[src/rtl/slp_pkg.sv]
package slp_pkg;

    typedef enum logic [2:0] {
        ST_ACTIVE = 3'd0,
        ST_ISO    = 3'd1,
        ST_OFF    = 3'd2,
        ST_SLEEP  = 3'd3,
        ST_WDLY   = 3'd4,
        ST_PWRUP  = 3'd5,
        ST_FINISH = 3'd6
    } slp_state_e;

    typedef enum logic [1:0] {
        PH_START = 2'd0,
        PH_PU    = 2'd1,
        PH_WT    = 2'd2
    } slp_phase_e;

endpackage

[src/rtl/slp_wake_eval.sv]
module slp_wake_eval #(
    parameter int                  NUM_SRC    = 15,
    parameter logic [NUM_SRC-1:0]  LIGHT_ONLY = 15'h04F4
) (
    input  logic [NUM_SRC-1:0] wake_en_i,
    input  logic [NUM_SRC-1:0] rej_en_i,
    input  logic [NUM_SRC-1:0] src_i,
    input  logic               deep_i,
    input  logic [NUM_SRC-1:0] armed_mask_i,
    output logic [NUM_SRC-1:0] eff_mask_o,
    output logic               rej_hit_o,
    output logic [NUM_SRC-1:0] wake_vec_o,
    output logic               wake_hit_o
);

    // Mask applied for the coming sleep: deep sleep drops light-only sources.
    always_comb begin
        eff_mask_o = deep_i ? (wake_en_i & ~LIGHT_ONLY) : wake_en_i;
        rej_hit_o  = |(src_i & rej_en_i);
        wake_vec_o = src_i & armed_mask_i;
        wake_hit_o = |wake_vec_o;
    end

endmodule

[src/rtl/slp_dly_pick.sv]
module slp_dly_pick #(
    parameter int NUM_DOM = 12,
    parameter int PU_W    = 7,
    parameter int WT_W    = 9,
    parameter int IDX_W   = 4
) (
    input  logic [NUM_DOM*PU_W-1:0] pu_flat_i,
    input  logic [NUM_DOM*WT_W-1:0] wt_flat_i,
    input  logic [IDX_W-1:0]        idx_i,
    output logic [PU_W-1:0]         pu_o,
    output logic [WT_W-1:0]         wt_o
);

    logic [PU_W-1:0] pu_arr [NUM_DOM];
    logic [WT_W-1:0] wt_arr [NUM_DOM];

    for (genvar g = 0; g < NUM_DOM; g++) begin : g_unpack
        assign pu_arr[g] = pu_flat_i[g*PU_W +: PU_W];
        assign wt_arr[g] = wt_flat_i[g*WT_W +: WT_W];
    end

    always_comb begin
        pu_o = '0;
        wt_o = '0;
        if (int'(idx_i) < NUM_DOM) begin
            pu_o = pu_arr[idx_i];
            wt_o = wt_arr[idx_i];
        end
    end

endmodule

[src/rtl/sleep_wake_ctrl.sv]
module sleep_wake_ctrl #(
    parameter int                 NUM_SRC    = 15,
    parameter int                 NUM_DOM    = 12,
    parameter int                 PU_W       = 7,
    parameter int                 WT_W       = 9,
    parameter int                 MIN_SLP    = 2,
    parameter int                 WAKE_DLY   = 4,
    parameter int                 DEEP_BIT   = 0,
    parameter logic [NUM_SRC-1:0] LIGHT_ONLY = 15'h04F4
) (
    input  logic                    clk,
    input  logic                    rst_n,
    input  logic                    start_i,
    input  logic [NUM_DOM-1:0]      slp_pd_i,
    input  logic [NUM_SRC-1:0]      wake_en_i,
    input  logic [NUM_SRC-1:0]      rej_en_i,
    input  logic [NUM_SRC-1:0]      src_i,
    input  logic [NUM_DOM*PU_W-1:0] pu_dly_i,
    input  logic [NUM_DOM*WT_W-1:0] wt_dly_i,
    input  logic                    cause_clr_i,
    output logic [NUM_DOM-1:0]      pwr_en_o,
    output logic [NUM_DOM-1:0]      iso_o,
    output logic [NUM_SRC-1:0]      cause_o,
    output logic                    reject_o,
    output logic                    cpu_rst_o
);
    import slp_pkg::*;

    localparam int IDX_W = (NUM_DOM > 1) ? $clog2(NUM_DOM) : 1;
    localparam int CNT_W = (WT_W > PU_W) ? WT_W : PU_W;
    localparam logic [IDX_W-1:0] LAST_IDX = IDX_W'(NUM_DOM - 1);
    localparam logic [CNT_W-1:0] CNT_ONE  = CNT_W'(1);

    typedef struct packed {
        slp_state_e         st;
        slp_phase_e         ph;
        logic [IDX_W-1:0]   idx;
        logic [CNT_W-1:0]   cnt;
        logic [NUM_DOM-1:0] pd;
        logic               deep;
        logic [NUM_SRC-1:0] wmask;
        logic [NUM_DOM-1:0] pwr;
        logic [NUM_DOM-1:0] iso;
        logic [NUM_SRC-1:0] cause;
        logic               rej;
        logic               rst;
    } ctl_t;

    ctl_t r_d, r_q;

    logic [NUM_SRC-1:0] eff_mask;
    logic               rej_hit;
    logic [NUM_SRC-1:0] wake_vec;
    logic               wake_hit;
    logic [PU_W-1:0]    pu_sel;
    logic [WT_W-1:0]    wt_sel;
    logic               adv;

    slp_wake_eval #(
        .NUM_SRC    (NUM_SRC),
        .LIGHT_ONLY (LIGHT_ONLY)
    ) u_eval (
        .wake_en_i    (wake_en_i),
        .rej_en_i     (rej_en_i),
        .src_i        (src_i),
        .deep_i       (slp_pd_i[DEEP_BIT]),
        .armed_mask_i (r_q.wmask),
        .eff_mask_o   (eff_mask),
        .rej_hit_o    (rej_hit),
        .wake_vec_o   (wake_vec),
        .wake_hit_o   (wake_hit)
    );

    slp_dly_pick #(
        .NUM_DOM (NUM_DOM),
        .PU_W    (PU_W),
        .WT_W    (WT_W),
        .IDX_W   (IDX_W)
    ) u_dly (
        .pu_flat_i (pu_dly_i),
        .wt_flat_i (wt_dly_i),
        .idx_i     (r_q.idx),
        .pu_o      (pu_sel),
        .wt_o      (wt_sel)
    );

    always_comb begin
        r_d     = r_q;
        r_d.rst = 1'b0;
        adv     = 1'b0;
        if (cause_clr_i) begin
            r_d.cause = '0;
        end
        case (r_q.st)
            ST_ACTIVE: begin
                if (start_i) begin
                    if (rej_hit) begin
                        r_d.rej = 1'b1;
                    end else begin
                        r_d.rej   = 1'b0;
                        r_d.pd    = slp_pd_i;
                        r_d.deep  = slp_pd_i[DEEP_BIT];
                        r_d.wmask = eff_mask;
                        r_d.iso   = r_q.iso | slp_pd_i;
                        r_d.st    = ST_ISO;
                    end
                end
            end
            ST_ISO: begin
                r_d.pwr = r_q.pwr & ~r_q.pd;
                r_d.cnt = CNT_W'(MIN_SLP);
                r_d.st  = ST_OFF;
            end
            ST_OFF: begin
                if (r_q.cnt <= CNT_ONE) begin
                    r_d.st = ST_SLEEP;
                end else begin
                    r_d.cnt = r_q.cnt - CNT_ONE;
                end
            end
            ST_SLEEP: begin
                if (wake_hit) begin
                    r_d.cause = wake_vec;
                    r_d.cnt   = CNT_W'(WAKE_DLY);
                    r_d.st    = ST_WDLY;
                end
            end
            ST_WDLY: begin
                if (r_q.cnt <= CNT_ONE) begin
                    r_d.st  = ST_PWRUP;
                    r_d.idx = '0;
                    r_d.ph  = PH_START;
                end else begin
                    r_d.cnt = r_q.cnt - CNT_ONE;
                end
            end
            ST_PWRUP: begin
                case (r_q.ph)
                    PH_START: begin
                        if (r_q.pd[r_q.idx]) begin
                            r_d.pwr[r_q.idx] = 1'b1;
                            r_d.cnt          = CNT_W'(pu_sel);
                            r_d.ph           = PH_PU;
                        end else begin
                            adv = 1'b1;
                        end
                    end
                    PH_PU: begin
                        if (r_q.cnt <= CNT_ONE) begin
                            r_d.cnt = CNT_W'(wt_sel);
                            r_d.ph  = PH_WT;
                        end else begin
                            r_d.cnt = r_q.cnt - CNT_ONE;
                        end
                    end
                    PH_WT: begin
                        if (r_q.cnt <= CNT_ONE) begin
                            r_d.iso[r_q.idx] = 1'b0;
                            adv              = 1'b1;
                        end else begin
                            r_d.cnt = r_q.cnt - CNT_ONE;
                        end
                    end
                    default: r_d.ph = PH_START;
                endcase
                if (adv) begin
                    r_d.ph = PH_START;
                    if (r_q.idx == LAST_IDX) begin
                        r_d.st = ST_FINISH;
                    end else begin
                        r_d.idx = r_q.idx + IDX_W'(1);
                    end
                end
            end
            ST_FINISH: begin
                r_d.rst = r_q.deep;
                r_d.st  = ST_ACTIVE;
            end
            default: r_d.st = ST_ACTIVE;
        endcase
    end

    always_ff @(posedge clk or negedge rst_n) begin
        if (!rst_n) begin
            r_q     <= '0;
            r_q.pwr <= '1;
        end else begin
            r_q <= r_d;
        end
    end

    assign pwr_en_o  = r_q.pwr;
    assign iso_o     = r_q.iso;
    assign cause_o   = r_q.cause;
    assign reject_o  = r_q.rej;
    assign cpu_rst_o = r_q.rst;

    // a domain loses power only after a cycle already isolated
    p_iso_before_off_r3: assert property (@(posedge clk) disable iff (!rst_n)
        ((($past(r_q.pwr) & ~r_q.pwr) & ~$past(r_q.iso)) == '0));

    // no unpowered domain is ever left without isolation
    p_no_open_unpowered_r8: assert property (@(posedge clk) disable iff (!rst_n)
        ((~pwr_en_o & ~iso_o) == '0));

    // the reset request never lasts more than one cycle
    p_rst_single_r9: assert property (@(posedge clk) disable iff (!rst_n)
        cpu_rst_o |=> !cpu_rst_o);

    // a refusal leaves power and isolation untouched
    p_reject_quiet_r2: assert property (@(posedge clk) disable iff (!rst_n)
        $rose(reject_o) |-> ($stable(pwr_en_o) && $stable(iso_o)));

    // a newly latched cause lies inside the armed mask
    p_cause_masked_r5: assert property (@(posedge clk) disable iff (!rst_n)
        (!$stable(r_q.cause) && (r_q.cause != '0)) |-> ((r_q.cause & ~r_q.wmask) == '0));

    // deep sleep never latches a light-only source
    p_deep_no_light_r6: assert property (@(posedge clk) disable iff (!rst_n)
        (!$stable(r_q.cause) && r_q.deep && (r_q.cause != '0)) |-> ((r_q.cause & LIGHT_ONLY) == '0));

    // configuration is frozen whenever the block is away from the running state
    p_start_ignored_r10: assert property (@(posedge clk) disable iff (!rst_n)
        (r_q.st != ST_ACTIVE) |=> $stable(r_q.pd));

endmodule

[config.mk]
export PLATFORM = sky130hd
export DESIGN_NAME = sleep_wake_ctrl
export DESIGN_NICKNAME = d
export VERILOG_FILES = /design/src/rtl/slp_pkg.sv /design/src/rtl/slp_wake_eval.sv /design/src/rtl/slp_dly_pick.sv /design/src/rtl/sleep_wake_ctrl.sv
export SDC_FILE = /design/constraint.sdc
export NUM_CORES = 1
export LEC_CHECK = 0
export ABC_AREA = 0
export BUFFER_PORTS_ARGS = -buffer_cell sky130_fd_sc_hd__buf_2
export CORE_ASPECT_RATIO = 1.1
export CORE_UTILIZATION = 45
export DETAILED_ROUTE_END_ITERATION = 8
export PLACE_DENSITY = 0.77
export SETUP_SLACK_MARGIN = 0.05
export SLEW_MARGIN = 30
export SYNTH_ARGS = -nofsm -noshare
export SYNTH_HDL_FRONTEND = slang
export SYNTH_SLANG_ARGS = --single-unit
[constraint.sdc]
create_clock -name clk -period 3.5 [get_ports clk]
set_clock_uncertainty 0.15 [all_clocks]
set_input_delay 0.7 -clock clk [delete_from_list [all_inputs] [get_ports clk]]
set_output_delay 0.7 -clock clk [all_outputs]
set_load 0.05 [all_outputs]
==> flow_metrics.py <==
metrics = {
    "final_layout": {
        "register_area_sq_um": 2170,
        "area_growth_pct": 24.7,
        "layout.nets": 1129,
        "fillCellCount": 1223,
        "fin_area_sq_um": 8060,
        "instances_no_fill": 1060,
        "multiInputGateArea_sq_um": 3700,
        "drive_gt1_share_pct": 47.4,
    },
    "placed_design": {
        "gp_congestion": 0.947,
        "dp.cells": 1042,
        "placed_cell_area_sq_um": 7770,
        "dp_hpwl_um": 16700,
        "portBuffers": 293,
    },
    "critical_path": {
        "cp.required_ps": 3550,
        "cp-start-kind": "register",
        "path_cells": "buf_4 -> mux2i_1 -> o22ai_1 -> a2111oi_0 -> nor3_1 -> o21ai_0 -> o22ai_1",
        "ff2ff_path_depth": 7,
        "crit_slowest_cell": "dfrtp_4",
        "worstPathMaxFanout": 31,
        "critPathCaptureType": "register",
        "critPathMaxStageDelay_ps": 770,
        "worstSetupPathType": "register to register",
        "worst_path_most_repeated_cell": "o22ai_1",
        "critPathArrivalTime_ps": 2850,
    },
    "cts": {
        "cts.sinks": 86,
        "cts_resized": 0,
        "postCtsHoldBufs": 0,
        "root_buffer": "clkbuf_16",
        "htree_num_levels": 3,
        "clockBufferDepth": 2,
        "post_cts_buffers": 0,
        "clkSlewWorstSetupHoldPaths_ps": 70,
        "worstSkewPairLatency_ps": 340,
        "cts_tree": "built",
        "cts_made_buffers": 9,
    },
    "synth": {
        "async_flop_share_pct": 100,
        "synth_compound_area_share_pct": 17.3,
        "syn_nets": 893,
        "ys.flop_type": "dfrtp_1",
        "synth_cell_type_count": 68,
        "synth-seq-area-share_pct": 33.5,
        "yosysTopAreaCell": "dfrtp_1",
        "synthXorXnorAreaFrac_pct": 0.542,
        "ys_top_cells_by_area": "dfrtp_1 (29%), mux4_2 (12%), buf_4 (5.3%)",
        "muxShareOfSynthArea_pct": 23.2,
        "synth_simple_gate_area_share_pct": 14.0,
        "synthAdderAreaFrac_pct": 2.13,
        "synth_warnings": 0,
        "syn_area_sq_um": 6460,
        "syn_inst": 629,
        "syn_avg_cell_area_sq_um": 10.3,
        "synth_top_area_share_pct": 28.6,
        "synth_edf_count": 0,
        "synth-seq-cells": 86,
        "synth_top_family_by_area": "multiplexers",
    },
    "sta": {
        "fin_tns_setup_ps": 0,
        "hold_violations": 0,
        "slew_violations": 0,
        "rsz0062_at_grt": "false",
        "fin_crit_sh_pct": 80.1,
        "tightest_slew_ps": 752,
        "finalSetupViolCount": 0,
        "max_slew_margin_pct": 49.5,
        "max_freq_mhz": 357,
        "min_period_ps": 2800,
    },
    "die": {
        "core-area_sq_um": 13900,
        "dieArea_sq_um": 14900,
        "die_y_um": 128,
        "die_x_um": 116,
        "ioPinCount": 294,
        "start_util_pct": 46.5,
        "fp-row-count": 45,
    },
    "power": {
        "worst_ir_drop_vdd_uv": 438,
        "switchingPower_uw": 2280,
        "pwr-share-clk_pct": 18.0,
        "pwr-share-seq_pct": 29.3,
        "swShare_pct": 43.9,
        "cellPowerDensity_nw_per_um2": 645,
        "total_power_uw": 5200,
        "p_comb_share_pct": 52.7,
        "intPower_uw": 2920,
        "p_leak_uw": 0.00381,
    },
    "worst_hold_path": {
        "min_path_type": "primary input to async pin",
    },
    "detailed_routing": {
        "drcViolationCount": 0,
        "wire_per_inst_um": 19.8,
        "vias": 6187,
        "postRouteAntennaNets": 0,
        "via_per_inst": 5.84,
        "wl_um": 21000,
        "first_iter_violations": 556,
        "drt-pass1-iter-count": 5,
    },
    "status": {
        "status": "finished clean",
    },
    "grt": {
        "grt_pass1_vias": 6078,
        "grt_pass1_wl_um": 31500,
        "gr-usage-all-layers_pct": 28.3,
        "grt_start_max_net_pins": 56,
        "gr-total-overflow": 0,
        "antenna_found_initial": 1,
    },
    "flow_run": {
        "drv_cap": 0,
    },
}
## per-stage QoR
stage	util, %	worst slack, ps	hold slack [ps]
6_report	58.0	697	263
4_1_cts	57.9	749	290
2_1_floorplan	-	1050	254
5_1_grt	58.0	500	313
3_3_place_gp	55.9	745	337
3_5_place_dp	55.9	693	329
## sequential cells by signal (all words and copies together) (netlist names)
register and count:
cause_o 15, reject_o 1, r_q 45, pwr_en_o 12, cpu_rst_o 1, iso_o 12
## per-layer routing
metal	track usage (%)	wire length [um]
met3	3.59	1680
met2	50.2	10600
met4	11.8	643
met5	0	0
met1	34.2	8020
## Yosys cell counts, types with 12 or more instances
| cell | instances |
|---|---|
| dfrtp_1 | 74 |
| a21oi_1 | 48 |
| nand2_1 | 47 |
| buf_4 | 46 |
| mux4_2 | 35 |
| mux2i_1 | 34 |
| o21ai_0 | 33 |
| mux2_2 | 26 |
| nand3b_1 | 25 |
| nor2_1 | 24 |
| inv_1 | 19 |
| clkbuf_1 | 17 |
| a22o_1 | 15 |
| nor3_1 | 15 |
| a22oi_1 | 14 |
| dfstp_2 | 12 |
## power groups by stage
stage	registers [uW]	clock network, uW	logic (uW)
after floorplan	1340	0	2290
after global placement	1530	0	2680
after detailed placement	1540	0	2710
after CTS	1520	949	2710
after global routing	1570	994	2950
final	1520	935	2740
## final cells by class
cell class / instances / share of cell area (%)
diodes: 2 / 0.0621
clock buffers: 11 / 3.01
flip-flops and latches: 86 / 26.9
inverters: 19 / 0.884
well taps: 188 / 2.92
repair buffers: 307 / 19.8
clock inverters: 5 / 0.528
multi-input cells: 442 / 45.8
## cells in the final DEF (no fill, tap or decap), types with 3 or more instances in the layout
cell type    n
nand4_1     10
a211o_1      4
a31oi_1      5
mux2i_1     34
mux4_1       3
a22oi_1     14
and2_1       5
o211ai_1     4
nor2b_1      4
buf_4       13
inv_1       19
nand3_1     10
ha_1        11
dfstp_2     12
o21ai_0     33
a21o_1       3
mux4_2      35
a211oi_1     4
nand2b_1     4
nand3b_1    25
a22o_1      15
nor2_1      24
dfrtp_1     72
and3_1       4
a21oi_1     48
nor3_1      15
buf_2      292
o22ai_1     11
xor2_1       3
nor3b_1      3
nand2_1     47
clkbuf_16    9
mux2_2      26
## logic make-up after synthesis
| kind of cell | Yosys count |
|---|---|
| compound gates | 164 |
| xor+xnor | 4 |
| fa+ha+maj | 11 |
| buf+inv | 101 |
| flops | 86 |
| mux | 98 |
| simple gates | 165 |
## path summary, 6_finish.rpt
check | start | endpoint | slack (ps)
worst min register to register | reject_o | reject_o | 340
worst max-delay path | r_q[79] | r_q[71] | 700
min in group clk | reject_o | reject_o | 340
max in group asynchronous | rst_n | cause_o[13] | 2310
worst max register to register | r_q[79] | r_q[71] | 700
worst min-delay path | rst_n | iso_o[1] | 260
## critical path: cells and delay by family, from the launching register on
kind            cells  cell delay, ps
simple gates        1             100
flops               1             770
mux                 1             230
buf+inv             1             340
compound gates      4            1060
No activity file was read; power rests on OpenSTA's default activity.
